`config.mk`:
```
export PLATFORM = sky130hd
export DESIGN_NAME = mcdp_core
export DESIGN_NICKNAME = d
export VERILOG_FILES = /design/src/rtl/mcdp_pkg.sv /design/src/rtl/mcdp_regfile.sv /design/src/rtl/mcdp_counter.sv /design/src/rtl/mcdp_alu.sv /design/src/rtl/mcdp_shifter.sv /design/src/rtl/mcdp_core.sv
export SDC_FILE = /design/constraint.sdc
export NUM_CORES = 1
export LEC_CHECK = 0
export ABC_CLOCK_PERIOD_IN_PS = 7000
export BUFFER_PORTS_ARGS = -buffer_cell sky130_fd_sc_hd__buf_2
export CAP_MARGIN = 20
export CORE_MARGIN = 1.5
export CORE_UTILIZATION = 50
export CTS_BUF_LIST = sky130_fd_sc_hd__clkbuf_16
export DETAILED_ROUTE_END_ITERATION = 6
export GPL_TIMING_DRIVEN = 0
export PLACE_DENSITY = 0.68
export SLEW_MARGIN = 20
export SYNTH_ARGS = -nofsm -noshare
export SYNTH_HDL_FRONTEND = slang
export SYNTH_SLANG_ARGS = --single-unit
export TNS_END_PERCENT = 1
```
`constraint.sdc`:
```
create_clock -name clk -period 7 [get_ports clk]
set_input_delay 1.4 -clock clk [delete_from_list [all_inputs] [get_ports clk]]
set_output_delay 1.4 -clock clk [all_outputs]
set_load 0.05 [all_outputs]
```
`src/rtl/mcdp_pkg.sv`:
```
package mcdp_pkg;
    localparam int RF_AW = 3;
    localparam int SH_W  = 3;

    typedef enum logic [2:0] {
        ALU_ADD   = 3'd0,
        ALU_SUB   = 3'd1,
        ALU_AND   = 3'd2,
        ALU_OR    = 3'd3,
        ALU_XOR   = 3'd4,
        ALU_PASSA = 3'd5,
        ALU_PASSB = 3'd6,
        ALU_NOTA  = 3'd7
    } alu_fn_e;

    typedef struct packed {
        logic             out_ld;
        logic             sh_oe;
        logic [SH_W-1:0]  sh_amt;
        logic             alu_oe;
        alu_fn_e          alu_fn;
        logic             cnt_inc;
        logic             cnt_ld;
        logic             cnt_clr;
        logic             cnt_oe;
        logic             reg_ld;
        logic             reg_oe;
        logic             rd2_oe;
        logic [RF_AW-1:0] rd2_addr;
        logic             rd1_oe;
        logic [RF_AW-1:0] rd1_addr;
        logic             wr_src;
        logic [RF_AW-1:0] wr_addr;
        logic             wr_en;
    } cw_t;

    localparam int CW_W = $bits(cw_t);
endpackage

```
`src/rtl/mcdp_regfile.sv`:
```
module mcdp_regfile #(
    parameter int W  = 8,
    parameter int AW = 3
) (
    input  logic          clk,
    input  logic          rst_n,
    input  logic          we,
    input  logic [AW-1:0] wa,
    input  logic [W-1:0]  wd,
    input  logic [AW-1:0] ra1,
    input  logic [AW-1:0] ra2,
    output logic [W-1:0]  rd1,
    output logic [W-1:0]  rd2
);
    localparam int DEPTH = 1 << AW;

    logic [W-1:0] mem [DEPTH];

    always_ff @(posedge clk or negedge rst_n) begin
        if (!rst_n) begin
            for (int i = 0; i < DEPTH; i++) mem[i] <= '0;
        end else if (we) begin
            mem[wa] <= wd;
        end
    end

    assign rd1 = mem[ra1];
    assign rd2 = mem[ra2];
endmodule

```
`src/rtl/mcdp_counter.sv`:
```
module mcdp_counter #(
    parameter int W = 8
) (
    input  logic         clk,
    input  logic         rst_n,
    input  logic         clr,
    input  logic         ld,
    input  logic         inc,
    input  logic [W-1:0] d,
    output logic [W-1:0] q
);
    always_ff @(posedge clk or negedge rst_n) begin
        if (!rst_n)   q <= '0;
        else if (clr) q <= '0;
        else if (ld)  q <= d;
        else if (inc) q <= q + W'(1);
    end
endmodule

```
`src/rtl/mcdp_alu.sv`:
```
module mcdp_alu
    import mcdp_pkg::*;
#(
    parameter int W = 8
) (
    input  alu_fn_e      fn,
    input  logic [W-1:0] a,
    input  logic [W-1:0] b,
    output logic [W-1:0] y
);
    always_comb begin
        unique case (fn)
            ALU_ADD:   y = a + b;
            ALU_SUB:   y = a - b;
            ALU_AND:   y = a & b;
            ALU_OR:    y = a | b;
            ALU_XOR:   y = a ^ b;
            ALU_PASSA: y = a;
            ALU_PASSB: y = b;
            ALU_NOTA:  y = ~a;
            default:   y = '0;
        endcase
    end
endmodule

```
`src/rtl/mcdp_shifter.sv`:
```
module mcdp_shifter #(
    parameter int W  = 8,
    parameter int SW = 3
) (
    input  logic [W-1:0]  a,
    input  logic [SW-1:0] amt,
    output logic [W-1:0]  y
);
    logic [W-1:0] stage [SW+1];

    assign stage[0] = a;
    for (genvar k = 0; k < SW; k++) begin : g_stage
        assign stage[k+1] = amt[k] ? (stage[k] << (1 << k)) : stage[k];
    end
    assign y = stage[SW];
endmodule

```
`src/rtl/mcdp_core.sv`:
```
module mcdp_core
    import mcdp_pkg::*;
#(
    parameter int DATA_W = 8
) (
    input  logic              clk,
    input  logic              rst_n,
    input  logic [CW_W-1:0]   ctl,
    input  logic [DATA_W-1:0] in_data,
    output logic [DATA_W-1:0] out_data,
    output logic              cmp_gt,
    output logic              cmp_eq,
    output logic              cmp_lt,
    output logic              bus_err
);
    cw_t cw;
    assign cw = cw_t'(ctl);

    logic [DATA_W-1:0] rf_rd1, rf_rd2, rf_wd;
    logic [DATA_W-1:0] gpr_q, cnt_q;
    logic [DATA_W-1:0] bus_a, bus_b, res_bus;
    logic [DATA_W-1:0] alu_y, sh_y;

    assign rf_wd = cw.wr_src ? in_data : res_bus;

    mcdp_regfile #(.W(DATA_W), .AW(RF_AW)) u_rf (
        .clk(clk), .rst_n(rst_n),
        .we(cw.wr_en), .wa(cw.wr_addr), .wd(rf_wd),
        .ra1(cw.rd1_addr), .ra2(cw.rd2_addr),
        .rd1(rf_rd1), .rd2(rf_rd2)
    );

    mcdp_counter #(.W(DATA_W)) u_cnt (
        .clk(clk), .rst_n(rst_n),
        .clr(cw.cnt_clr), .ld(cw.cnt_ld), .inc(cw.cnt_inc),
        .d(res_bus), .q(cnt_q)
    );

    always_comb begin
        if (cw.rd2_oe)      bus_a = rf_rd2;
        else if (cw.reg_oe) bus_a = gpr_q;
        else                bus_a = '0;
    end

    always_comb begin
        if (cw.rd1_oe)      bus_b = rf_rd1;
        else if (cw.cnt_oe) bus_b = cnt_q;
        else                bus_b = '0;
    end

    mcdp_alu #(.W(DATA_W)) u_alu (
        .fn(cw.alu_fn), .a(bus_a), .b(bus_b), .y(alu_y)
    );

    mcdp_shifter #(.W(DATA_W), .SW(SH_W)) u_sh (
        .a(bus_a), .amt(cw.sh_amt), .y(sh_y)
    );

    always_comb begin
        if (cw.alu_oe)     res_bus = alu_y;
        else if (cw.sh_oe) res_bus = sh_y;
        else               res_bus = '0;
    end

    always_ff @(posedge clk or negedge rst_n) begin
        if (!rst_n)        gpr_q <= '0;
        else if (cw.reg_ld) gpr_q <= res_bus;
    end

    always_ff @(posedge clk or negedge rst_n) begin
        if (!rst_n)        out_data <= '0;
        else if (cw.out_ld) out_data <= res_bus;
    end

    assign cmp_gt = bus_a > bus_b;
    assign cmp_eq = bus_a == bus_b;
    assign cmp_lt = bus_a < bus_b;

    assign bus_err = (cw.rd2_oe & cw.reg_oe) | (cw.rd1_oe & cw.cnt_oe)
                   | (cw.alu_oe & cw.sh_oe)  | (cw.cnt_ld & cw.cnt_inc);
endmodule

```
==> metrics.txt, run 1 <==
status=complete, but fails checks; failing checks=design-rule violations; element type at the critical path end=output pin; hold_buf cts=0; Post-synth EDFFs=0; Worst Tran Pin Value=0.8502 ns; Synthesized Nets=834; max incr delay on CP=0.56 ns; clock buffer depth=2; Yosys top cell by area=dfrtp_1; Setup CP Type=primary input to output pin; Mapped Area=6845 um2; synth top area cells=dfrtp_1, mux4_2, nand2_1; gr busiest metal=met2; Sink Count=88; fin util=0.5713; GRT Total Usage=0.3209; CP max stage cell=clkbuf_1; period utilisation layout=0.9104; dpl cells=982; setup TNS=0 ns; mean post-synth cell area=8.902 um2; Critical Path Sink=cmp_gt; Final min period=6.373 ns; met1 Use GR=0.4250; post-CTS sizing=0; Final Hold Fails=0; Detail Placement HPWL=17050 um; setup bufs post-CTS=0; Synth top area share=0.3217; cts bufs inserted=9; Power Density=260.5 nW/um2; worst vdd ir=207.9 uV; I/O Pins=50; Synthesis Warnings=0; DRC=2; Nets=882; R2R depth=12; worst path cell trace=buf_2 > clkbuf_1 > mux4_2 > mux2_2 > a22oi_1 > inv_1 > ha_1 > fa_1 > o21bai_1 > a21oi_1 > o22ai_1 > nor2_1 > nor2_1 > buf_2; critical path fanouts, max=10; area of the die=14400 um2; R2R Path Start=u_rf.mem[1]; maximum clock rate=0.1569 GHz; MaxCap Viol Count=0; DR pass1 iterations=7; max-slew violations=0; reg2reg end=u_rf.mem[15]; Buf/Inv on CP=4; Die Wd=120.0 um; routed len/inst=22.42 um; Req. time, crit path=5.60 ns; Iter 0 DRT Violations=771; Pleak=0.003138 uW; fraction of layout cells with a size suffix above 1=0.1375; Buffers on Ports=36; CP delay by family, top=buffers and inverters; worst endpoint data arrival time=4.97 ns; critical path startpoint=ctl[6]; Seq cells post-synth=88; gpl congestion=0.9337; routed via count=6531; final cell count without fillers=998; initial core utilization=0.5149; synthesized instance count=769; clk_lat worst skew=0.36 ns; H-tree depth=3; CTS tree=built; vias in the first global route=6138; vias per cell=6.544; Die Y=120.0 um; sequential area share after synthesis=0.3217; Layout Skew=0.01070 ns; first-pass GRT wire length=34940 um; row count=42; drt total wl=22370 um; # diodes=0; clock-pin slew on the worst setup and hold paths=0.07 ns; total gr overflow=0; RSZ-0062 raised after global routing=no; met3 usage=0.05894; clock root cell=clkbuf_16; hold crit path type=register to register; critical path depth=14; initial antenna violation count=0; Yosys cell types=78; Syn-to-layout area delta=10.97%; Antenna Nets Post-Route=0; Async S/R FF share, synth=1.000; final setup violation count=0; R2R Setup Slk=2.62 ns; core area=13300 um2; Primary FF master, synth=dfrtp_1; Slew Limit Headroom=0.4332; pin count of the biggest net entering global routing=48; met2 Use GR=0.5075; critical path startpoint category=primary input
[power by group]
part | switching (uW) | internal, uW | leakage (uW) | total [uW]
clock | 215 | 312 | 0.000149 | 527
combinational | 459 | 302 | 0.00193 | 762
sequential | 78.0 | 612 | 0.00106 | 690
[logic make-up after synthesis]
family                   after synthesis  synth area share
AND/OR/NAND/NOR                      247            0.1656
buffers and inverters                 91           0.05776
adder cells (fa/ha/maj)               27           0.05154
AO/OA/AOI/OAI                        237            0.2378
multiplexers                          61            0.1426
flip-flops                            88            0.3217
XOR/XNOR                              18           0.02303
[synth_stat cells (7+ instances only)]
cell      instances
nand2b_1         18
a21oi_1          28
clkbuf_1         41
nand4_1           8
mux2_2           12
mux4_2           20
a31oi_1          34
inv_1            35
o21ai_1           8
a21oi_2          10
o21ai_0          66
dfrtp_1          88
o22ai_1           9
nor2_1           68
nor3_1           11
ha_1             25
xnor2_1          12
a22oi_1           7
nand2_1          92
nor2b_1          17
nand3_1          12
mux2i_1          21
[state kept, by name (all words and copies together), names as in the netlist]
register	cells
u_rf.mem	64
out_data	8
u_cnt.q	8
gpr_q	8
[through the flow]
step	area [um2]	setup WS (ns)	hold slack [ns]	power, uW
final	7596	0.6272	0.5065	1979
after global routing	7596	0.3949	0.5326	2083
after CTS	7596	0.6161	0.5070	1968
after detailed placement	7276	0.6303	0.4924	1440
after global placement	7246	0.6250	0.4793	1417
after floorplan	6845	0.5617	0.4582	1225
[area by class of cell]
cell class                      instances  area, um2
Buffer                                 55      260.3
Sequential cell                        88       2202
Clock inverter                          7      95.09
Tap cell                              176      220.2
Multi-Input combinational cell        590       4248
Fill cell                            1236       5699
Timing Repair Buffer                   37      210.2
Clock buffer                            9      225.2
Inverter                               36      135.1
[tightest hold or removal path: cells and delay by family, from the launching register on]
kind,cells,cell delay [ns]
DFF,1,0.36
and+or+nand+nor,1,0.05
AOI/OAI and AO/OA,1,0.06
[cells in the final DEF (no fill, tap or decap), types with 4 or more instances in the layout]
cell,netlist,routed
nand2_1,92,92
dfrtp_1,88,88
nor2_1,68,68
o21ai_0,66,66
clkbuf_1,41,41
buf_2,5,40
inv_1,35,36
a31oi_1,34,34
a21oi_1,28,28
ha_1,25,25
mux2i_1,21,21
mux4_2,20,20
nand2b_1,18,18
nor2b_1,17,17
mux2_2,12,12
xnor2_1,12,12
nand3_1,12,12
nor3_1,11,11
a21oi_2,10,10
o22ai_1,9,9
clkbuf_16,0,9
nand4_1,8,8
o21ai_1,8,8
a22oi_1,7,7
mux4_1,6,6
a221o_1,6,6
a221oi_1,6,6
xor2_1,6,6
buf_1,5,5
o31ai_1,5,5
o211ai_1,5,5
and2_1,4,4
a22o_1,4,4
a211oi_1,4,4
[worst min-delay path by stage]
stage	slack (ns)	to	from	cells after the start
2_1_floorplan	0.46	u_rf.mem[12]	u_rf.mem[12]	2
3_3_place_gp	0.48	u_rf.mem[25]	u_rf.mem[25]	2
3_5_place_dp	0.49	u_rf.mem[33]	u_rf.mem[33]	2
4_1_cts	0.51	u_rf.mem[33]	u_rf.mem[33]	2
5_1_grt	0.53	u_rf.mem[28]	u_rf.mem[28]	2
6_report	0.51	u_rf.mem[33]	u_rf.mem[33]	2
[per-layer routing]
metal  wire length [um]  share of wire
met1               9186           0.41
met2              10560           0.47
met3               1636          0.073
met4                984          0.044
met5                  0              0
Power figures use the tool's default switching activity.
==> run 2, diff against run 1 <==
CORE_UTILIZATION = 30   (was 50)
PLACE_DENSITY = unset   (was 0.68)
==> metrics.txt, run 2 (synthesis gave the netlist of run 1 again) <==
I/O Pins=50 (unchanged); combined area of the multi-input logic cells=4248 um2 (unchanged); Sink Count=88 (unchanged); initial core utilization=0.3042 (-0.2107); final setup violation count=0 (unchanged); total gr overflow=0 (unchanged); gpl congestion=0.9172 (-1.8%); Internal Power=1229 uW (+0.16%); met2 routed WL=10220 um (-3.3%); Iter 0 DRT Violations=603 (-22%); setup bufs post-CTS=0 (unchanged); clk_lat worst skew=0.35 ns (about the same); commonest non-fill, non-tap cell in the layout=nand2_1; routed len/inst=20.09 um (-10%); Buffers on Ports=36 (unchanged); period utilisation layout=0.9091 (-0.001321); Die Wd=154.1 um (+28%); worst endpoint data arrival time=4.96 ns (about the same); hold_buf cts=0 (unchanged); routed via count=6346 (-2.8%); most frequent cells in the layout=nand2_1, dfrtp_1, nor2_1; maximum clock rate=0.1571 GHz (+0.15%); clock buffer depth=2 (unchanged); max FFs per register=64 (unchanged); status=finished clean; hold crit path type=register to register; most flop-heavy register=u_rf.mem; Final min period=6.364 ns (-0.009246 ns); register area=2202 um2 (unchanged); worst hold margin=0.5031 ns (-0.003350 ns); critical path fanouts, max=10 (unchanged); critical path startpoint category=primary input; vias in the first global route=5942 (-3.2%); MaxCap Viol Count=0 (unchanged); pin count of the biggest net entering global routing=54 (+13%); RSZ-0062 raised after global routing=no; CTS tree=built; Worst Tran Pin Value=0.7336 ns (-0.1167 ns); cts bufs inserted=9 (unchanged); fraction of layout cells with a size suffix above 1=0.1375 (unchanged); clock root cell=clkbuf_16; H-tree depth=3 (unchanged); GRT Total Usage=0.1910 (-0.1298); Syn-to-layout area delta=13.01%; row count=55 (+31%); # diodes=0 (unchanged); worst vdd ir=179.5 uV (-14%); Final Hold Fails=0 (unchanged); Clock Power Share=0.267 (about the same); Die Y=154.1 um (+28%); area of the die=23730 um2 (+65%); max-slew violations=0 (unchanged); DR WL met3=1422 um (-13%); first-pass GRT wire length=34970 um (about the same); Net Sw Power=752.0 uW (about the same); element type at the critical path end=output pin; M1 WL=10050 um (+9.4%); post-CTS sizing=0 (unchanged); drt total wl=22240 um (-0.59%); setup TNS=0 ns (unchanged); Setup CP Type=primary input to output pin; DRC=0 (-2); Slew Limit Headroom=0.5068 (+0.07361); Power Density=256.0 nW/um2 (-1.7%); Switching Share=0.3797 (about the same); Detail Placement HPWL=17200 um (+0.91%); initial antenna violation count=0 (unchanged); Top Metal Used=met4; Logic pwr share=0.382 (-0.003); clock-pin slew on the worst setup and hold paths=0.06 ns (about the same); core area=22500 um2 (+69%); Req. time, crit path=5.60 ns (about the same); Pleak=0.003152 uW (+0.43%); DR pass1 iterations=5 (-2); Nets=882 (unchanged); fill count=2311 (+87%); Layout Skew=0.009028 ns (-0.001669 ns); vias per cell=5.733 (-12%); Seq pwr share=0.351 (+0.002); Antenna Nets Post-Route=0 (unchanged)
[run 2: changes by cell type in the layout (fill, tap and decap cells not counted)]
cell        delta
inv_6          +1
clkinv_2       +1
clkinvlp_4     -3
buf_6          +1
clkinv_4       +1
buf_4          -1
[run 2: cell type report]
cell class                 instances  area share
inverter                          36     0.01747
buffer                            55     0.03364
multi-input combinational        590      0.5491
timing repair buffer              37     0.02766
clock inverter                     7     0.01229
clock buffer                       9     0.02911
sequential                        88      0.2847
tap                              285     0.04609
[run 2: worst paths after layout]
path	start	slack, ns	cells after the start	to
max in group asynchronous	rst_n	5.47	2	gpr_q[5]
max reg2reg	u_rf.mem[18]	2.67	11	u_rf.mem[7]
min in group asynchronous	rst_n	0.94	1	u_rf.mem[18]
min reg2reg	u_rf.mem[20]	0.50	2	u_rf.mem[20]
max	ctl[6]	0.64	14	cmp_gt
min	u_rf.mem[20]	0.50	2	u_rf.mem[20]
[run 2: critical path, stage by stage]
cell and delay, ns:
buf_2 0.23, clkbuf_1 0.60, mux4_2 0.43, mux2_2 0.31, a22oi_1 0.29, inv_1 0.11
ha_1 0.25, fa_1 0.44, o21bai_1 0.20, a21oi_1 0.16, o22ai_1 0.13, nor2_1 0.07
nor2_1 0.09, buf_2 0.26
[run 2: power by group through the flow]
stage	clock [uW]	sequential, uW	combinational, uW
final	529	696	756
after global routing	556	708	826
after CTS	533	693	747
after detailed placement	0	703	740
after global placement	0	700	734
after floorplan	0	697	529
[run 2: through the flow]
stage                     cells  cell area (um2)  utilization  power (uW)  setup slack, ns
after floorplan             769             6845            -        1225           0.5617
after global placement     1090             7382       0.3281        1433           0.6724
after detailed placement   1091             7416       0.3296        1443           0.6473
after CTS                  1107             7736       0.3438        1973           0.6300
after global routing       1107             7736       0.3438        2089           0.4330
final                      1107             7736       0.3438        1981           0.6365
[run 2: per-layer routing]
metal | GRT usage | vias to the layer above
met5 | 0 | -
met4 | 0.06056 | 0
met3 | 0.02875 | 33
met2 | 0.3055 | 267
met1 | 0.2649 | 3114
li1 | - | 2932
